===== src/rtl/mdio_pkg.sv =====
`timescale 1ns/1ps
package mdio_pkg;
  localparam int FRAME_BITS = 64;
  localparam int TA_IDX     = 46;
  localparam int RDATA_IDX  = 48;

  localparam int F_PHY_LSB = 16;
  localparam int F_REG_LSB = 21;
  localparam int F_OP_BIT  = 26;
  localparam int F_RV_BIT  = 27;
  localparam int F_BSY_BIT = 28;

  typedef struct packed {
    logic       op_read;
    logic [4:0] regad;
    logic [4:0] phy;
    logic [15:0] data;
  } mgmt_cmd_t;

  function automatic logic [FRAME_BITS-1:0] build_frame(input mgmt_cmd_t c);
    logic [1:0] opc;
    logic [1:0] ta;
    opc = c.op_read ? 2'b10 : 2'b01;
    ta  = c.op_read ? 2'b11 : 2'b10;
    return {32'hFFFF_FFFF, 2'b01, opc, c.phy, c.regad, ta,
            (c.op_read ? 16'hFFFF : c.data)};
  endfunction
endpackage


===== src/rtl/mdio_clk_div.sv =====
`timescale 1ns/1ps
module mdio_clk_div #(
  parameter int DIV_HALF = 2
) (
  input  logic clk,
  input  logic rst_n,
  input  logic run,
  output logic mdc,
  output logic rise_stb,
  output logic fall_stb
);
  localparam int CW = (DIV_HALF > 1) ? $clog2(DIV_HALF) : 1;
  localparam logic [CW-1:0] TERM = CW'(DIV_HALF - 1);

  logic [CW-1:0] cnt_q, cnt_d;
  logic          mdc_q, mdc_d;
  logic          term;

  assign term     = run && (cnt_q == TERM);
  assign rise_stb = term && !mdc_q;
  assign fall_stb = term && mdc_q;
  assign mdc      = mdc_q;

  always_comb begin
    cnt_d = cnt_q;
    mdc_d = mdc_q;
    if (!run) begin
      cnt_d = '0;
      mdc_d = 1'b0;
    end else if (term) begin
      cnt_d = '0;
      mdc_d = !mdc_q;
    end else begin
      cnt_d = cnt_q + CW'(1);
    end
  end

  always_ff @(posedge clk or negedge rst_n) begin
    if (!rst_n) begin
      cnt_q <= '0;
      mdc_q <= 1'b0;
    end else begin
      cnt_q <= cnt_d;
      mdc_q <= mdc_d;
    end
  end

  AST_RISE_GOES_HIGH: assert property (@(posedge clk) disable iff (!rst_n)
    rise_stb |=> mdc);
  AST_FALL_GOES_LOW: assert property (@(posedge clk) disable iff (!rst_n)
    fall_stb |=> !mdc);
  AST_IDLE_CLK_LOW: assert property (@(posedge clk) disable iff (!rst_n)
    !run |=> !mdc);
endmodule


===== src/rtl/mdio_frame_eng.sv =====
`timescale 1ns/1ps
module mdio_frame_eng
  import mdio_pkg::*;
(
  input  logic        clk,
  input  logic        rst_n,
  input  logic        start,
  input  mgmt_cmd_t   cmd,
  input  logic        rise_stb,
  input  logic        fall_stb,
  input  logic        mdio_i,
  output logic        busy,
  output logic        done,
  output logic        mdio_o,
  output logic        mdio_oe,
  output logic [15:0] rd_data
);
  localparam int IW = $clog2(FRAME_BITS);
  localparam logic [IW-1:0] LAST = IW'(FRAME_BITS - 1);

  logic [FRAME_BITS-1:0] sh_q, sh_d;
  logic [IW-1:0]         idx_q, idx_d;
  logic                  busy_q, busy_d;
  logic                  rd_q, rd_d;
  logic [15:0]           cap_q, cap_d;

  assign busy    = busy_q;
  assign done    = busy_q && fall_stb && (idx_q == LAST);
  assign mdio_o  = sh_q[FRAME_BITS-1];
  assign mdio_oe = busy_q && !(rd_q && (idx_q >= IW'(TA_IDX)));
  assign rd_data = cap_q;

  always_comb begin
    sh_d   = sh_q;
    idx_d  = idx_q;
    busy_d = busy_q;
    rd_d   = rd_q;
    cap_d  = cap_q;
    if (start) begin
      sh_d   = build_frame(cmd);
      idx_d  = '0;
      busy_d = 1'b1;
      rd_d   = cmd.op_read;
    end else if (busy_q) begin
      if (fall_stb) begin
        if (idx_q == LAST) begin
          busy_d = 1'b0;
        end else begin
          idx_d = idx_q + IW'(1);
          sh_d  = {sh_q[FRAME_BITS-2:0], 1'b0};
        end
      end
      if (rise_stb && rd_q && (idx_q >= IW'(RDATA_IDX))) begin
        cap_d = {cap_q[14:0], mdio_i};
      end
    end
  end

  always_ff @(posedge clk or negedge rst_n) begin
    if (!rst_n) begin
      sh_q   <= '0;
      idx_q  <= '0;
      busy_q <= 1'b0;
      rd_q   <= 1'b0;
      cap_q  <= '0;
    end else begin
      sh_q   <= sh_d;
      idx_q  <= idx_d;
      busy_q <= busy_d;
      rd_q   <= rd_d;
      cap_q  <= cap_d;
    end
  end

  AST_DONE_DROPS_BUSY: assert property (@(posedge clk) disable iff (!rst_n)
    done |=> !busy);
  AST_NO_RESTART_BUSY: assert property (@(posedge clk) disable iff (!rst_n)
    (busy && !done) |=> busy);
endmodule


===== src/rtl/mdio_mgmt_ctrl.sv =====
`timescale 1ns/1ps
module mdio_mgmt_ctrl
  import mdio_pkg::*;
#(
  parameter int DIV_HALF = 2
) (
  input  logic        clk,
  input  logic        rst_n,
  input  logic        bus_wr,
  input  logic        bus_addr,
  input  logic [31:0] bus_wdata,
  output logic [31:0] bus_rdata,
  output logic        mdc,
  output logic        mdio_o,
  output logic        mdio_oe,
  input  logic        mdio_i
);
  mgmt_cmd_t   cmd_q, cmd_d, new_cmd;
  logic        rv_q, rv_d;
  logic [4:0]  own_q, own_d;
  logic        busy, done, start;
  logic        rise_stb, fall_stb;
  logic [15:0] rd_data;

  assign new_cmd.data    = bus_wdata[15:0];
  assign new_cmd.phy     = bus_wdata[F_PHY_LSB +: 5];
  assign new_cmd.regad   = bus_wdata[F_REG_LSB +: 5];
  assign new_cmd.op_read = bus_wdata[F_OP_BIT];

  assign start = bus_wr && !bus_addr && !busy;

  always_comb begin
    cmd_d = cmd_q;
    rv_d  = rv_q;
    own_d = own_q;
    if (start) begin
      cmd_d = new_cmd;
      rv_d  = 1'b0;
    end else if (done && cmd_q.op_read) begin
      cmd_d.data = rd_data;
      rv_d       = 1'b1;
    end
    if (bus_wr && bus_addr) begin
      own_d = bus_wdata[4:0];
    end
  end

  always_ff @(posedge clk or negedge rst_n) begin
    if (!rst_n) begin
      cmd_q <= '0;
      rv_q  <= 1'b0;
      own_q <= '0;
    end else begin
      cmd_q <= cmd_d;
      rv_q  <= rv_d;
      own_q <= own_d;
    end
  end

  always_comb begin
    if (bus_addr) begin
      bus_rdata = {27'd0, own_q};
    end else begin
      bus_rdata = {3'd0, busy, rv_q, cmd_q.op_read, cmd_q.regad,
                   cmd_q.phy, cmd_q.data};
    end
  end

  mdio_clk_div #(.DIV_HALF(DIV_HALF)) u_div (
    .clk      (clk),
    .rst_n    (rst_n),
    .run      (busy),
    .mdc      (mdc),
    .rise_stb (rise_stb),
    .fall_stb (fall_stb)
  );

  mdio_frame_eng u_eng (
    .clk      (clk),
    .rst_n    (rst_n),
    .start    (start),
    .cmd      (cmd_q.op_read ? cmd_d : new_cmd),
    .rise_stb (rise_stb),
    .fall_stb (fall_stb),
    .mdio_i   (mdio_i),
    .busy     (busy),
    .done     (done),
    .mdio_o   (mdio_o),
    .mdio_oe  (mdio_oe),
    .rd_data  (rd_data)
  );

  AST_START_SETS_BUSY: assert property (@(posedge clk) disable iff (!rst_n)
    start |=> busy);
  AST_BUSY_WRITE_IGNORED: assert property (@(posedge clk) disable iff (!rst_n)
    (bus_wr && !bus_addr && busy && !done) |=> $stable(cmd_q));
  AST_RVALID_WHEN_IDLE: assert property (@(posedge clk) disable iff (!rst_n)
    rv_q |-> !busy);
  AST_START_CLEARS_RVALID: assert property (@(posedge clk) disable iff (!rst_n)
    start |=> !rv_q);
endmodule


===== config.mk =====
export PLATFORM = sky130hd
export DESIGN_NAME = mdio_mgmt_ctrl
export DESIGN_NICKNAME = d
export VERILOG_FILES = /design/src/rtl/mdio_pkg.sv /design/src/rtl/mdio_clk_div.sv /design/src/rtl/mdio_frame_eng.sv /design/src/rtl/mdio_mgmt_ctrl.sv
export SDC_FILE = /design/constraint.sdc
export NUM_CORES = 1
export LEC_CHECK = 0
export BUFFER_PORTS_ARGS = -buffer_cell sky130_fd_sc_hd__buf_2
export CAP_MARGIN = 15
export CORE_MARGIN = 1.5
export CORE_UTILIZATION = 53
export DETAILED_ROUTE_END_ITERATION = 8
export GPL_TIMING_DRIVEN = 0
export PLACE_DENSITY = 0.73
export SKIP_CTS_REPAIR_TIMING = 1
export SYNTH_ARGS = -nofsm -noshare
export SYNTH_HDL_FRONTEND = slang
export SYNTH_SLANG_ARGS = --single-unit

===== constraint.sdc =====
create_clock -name clk -period 3.2 [get_ports clk]
set_input_delay 0.32 -clock clk [delete_from_list [all_inputs] [get_ports clk]]
set_output_delay 0.32 -clock clk [all_outputs]
set_load 0.03 [all_outputs]

==> impl_metrics.ini <==
[floorplan]
die_x_um = 103.7
io_pins = 72
core-area_mm2 = 0.009819
die_area_mm2 = 0.01075
initial_utilization = 0.5470
die_y_um = 103.7
num_rows = 36

[yosys]
yosysMostFrequentCell = nand2_1
yosys_warnings = 0
synth-seq-area-share = 0.5730
async_flop_share = 1.000
synth_top_area_share = 0.5730
synth.distinct_cells = 31
synth-edff-count = 0
synth_top_area_cell = dfrtp_1
synth_top_flop_cell = dfrtp_1
avgSynthCellArea_um2 = 9.678
syn_area_mm2 = 0.005371
syn_inst = 555
ys_seq_elements = 123
ys_top_cells_by_count = nand2_1, dfrtp_1, nand3_1
yosys-top-cells-area = dfrtp_1, nand2_1, nand3_1

[cts]
clockRootBuffer = clkbuf_8
clk_pin_slew_worst_paths_ps = 60
cts_buffers = 17
clock_sinks = 123
cts_tree = done
clkLatencyLatePin_ps = 510
htree_levels = 4
clockBufferDepth = 2

[route]
drt_wl_total_um = 11930
drt_first_iter_violations = 282
drc = 0
drtAntennaViolNets = 0
firstDrtPassIters = 4
route.vias.total = 4209
vias_per_cell = 5.348
wl_per_cell_um = 15.16

[grt]
antenna_found_initial = 0
grt_pass1_wl_um = 20560
grt_pass1_vias = 4209
grt_usage = 0.2399
grt-ovfl-total = 0
grt_max_degree = 67

[worst_setup_path]
worst-endpoint-arrival_ps = 2030
critPathLaunch = u_eng.idx_q[0]
worstPathCellList = inv_1, ha_1, or2_2, a31oi_1, o21a_1, buf_2
slowest_delay_ps = 440
endpoint_kind = output port
slowest_stage = dfrtp_1
cp.required_ps = 2880
critPathKind = reg -> out
cp_max_fo = 5
r2r-start = u_eng.idx_q[0]
critical_path.top_delay_family = flip-flops
cp_num_buf_inv = 2
startpoint_type = flop

[finish]
fin_cells = 787
nets = 680
nFillCells = 802
multi_input_area_mm2 = 0.002096
fin_area_mm2 = 0.006513
antenna_cells = 0
drive_gt1_frac = 0.2248
area_growth_pct = 21.24
ff_latch_area_mm2 = 0.003078

[sta]
max_slew_margin = 0.6030
fin_tns_setup_ps = 0
tightest_slew_ps = 595.6
period_needed_ps = 2345
fin_crit_sh = 0.7330
rsz0062_at_grt = no
drv_slew = 0
setup_slack_ps = 854.5
clock_skew_ps = 7.280
hold_violations = 0
hold_slack_ps = 30.64
setup_viol = 0
fmax_ghz = 0.4264

[placement]
pre_cts_slack_ps = 1118
hpwl_um = 7960
port-buffer-count = 63
place_area_mm2 = 0.005894
dp_cells = 754
place.gp.congestion = 0.8343

[flow_run]
drv_cap = 0

[pwr]
power.leakage_uw = 0.003309
worst_ir_drop_vdd_mv = 0.4515
powerDensity_mw_per_mm2 = 955.0

[hold_path]
holdCritStartpoint = bus_wdata[18]
hold_class = in -> reg

[run_status]
status = finished, final reports clean
[cell type report]
cell class                      instances  area share
Buffer                                 42     0.03036
Tap cell                              133     0.02555
Multi-Input combinational cell        390      0.3218
Sequential cell                       123      0.4726
Clock buffer                           19     0.06782
Timing Repair Buffer                   65     0.05514
Inverter                                2    0.001153
Clock inverter                         13     0.02555
[sequential cells by signal (all words and copies together) (netlist names)]
name / count
cmd_q: 27
own_q: 5
rv_q: 1
u_div.cnt_q: 1
u_div.mdc: 1
u_eng.busy: 1
u_eng.idx_q: 6
u_eng.rd_data: 16
u_eng.rd_q: 1
u_eng.sh_q: 64
[worst min-delay path: cells and delay by family]
kind	cells	cell delay (ps)
and+or+nand+nor	2	110
buffers and inverters	1	80
[layout by cell type (no fill, tap or decap), types with 2 or more instances in the layout]
cell type and count:
clkinvlp_4 3, and3_1 2, nand3_1 75, buf_4 5, buf_2 79, mux2i_1 18, ha_1 2, clkbuf_1 20
nand2_1 126, bufinv_16 3, nor3_1 3, clkinv_4 3, inv_1 2, a21oi_1 55, nor2_1 37, clkinv_2 2
inv_6 2, and2_1 2, clkbuf_8 3, nand2b_1 2, dfrtp_1 123, mux2_2 26, nor2b_1 25, nand4_1 2
clkbuf_16 16, conb_1 3
[stage by stage]
stage	utilization	power [uW]
after CTS	0.6622	6262
after floorplan	-	3792
after detailed placement	0.6003	4284
after global placement	0.5968	4178
final	0.6632	6220
after global routing	0.6632	6632
[cells by family (layout without fill, tap and decap cells)]
| family | count (synthesis) | count (layout) | synth area share |
|---|---|---|---|
| AOI/OAI and AO/OA | 60 | 60 | 0.05824 |
| xor gates and xnor gates | 2 | 2 | 0.003262 |
| adders and majority gates | 2 | 2 | 0.004658 |
| buffers and inverters | 44 | 141 | 0.03820 |
| DFF | 123 | 123 | 0.5730 |
| muxes | 44 | 44 | 0.08805 |
| other | 1 | 3 | 0.0006981 |
| and+or+nand+nor | 279 | 279 | 0.2339 |
[path summary, 6_finish.rpt]
check,to,slack (ps),depth (start not counted)
worst max-delay path,mdio_oe,850,6
worst min-delay path,cmd_q[18],30,3
worst max register to register,u_eng.sh_q[28],1040,8
worst min register to register,cmd_q[22],470,2
max in group asynchronous,own_q[3],2170,3
min in group asynchronous,u_eng.sh_q[60],340,2
[where the power goes]
part           internal, uW  switching (uW)
sequential             2170             360
clock                  1230             699
combinational           703            1050
total                  4110            2110
[metal layers]
| metal | vias up | track usage | wire length [um] |
|---|---|---|---|
| met4 | 0 | 0.06944 | 114 |
| met3 | 11 | 0.06104 | 662 |
| met1 | 2067 | 0.3274 | 5306 |
| met5 | - | 0 | 0 |
| li1 | 2011 | - | - |
| met2 | 120 | 0.3824 | 5845 |
No activity file was read; power rests on OpenSTA's default activity.
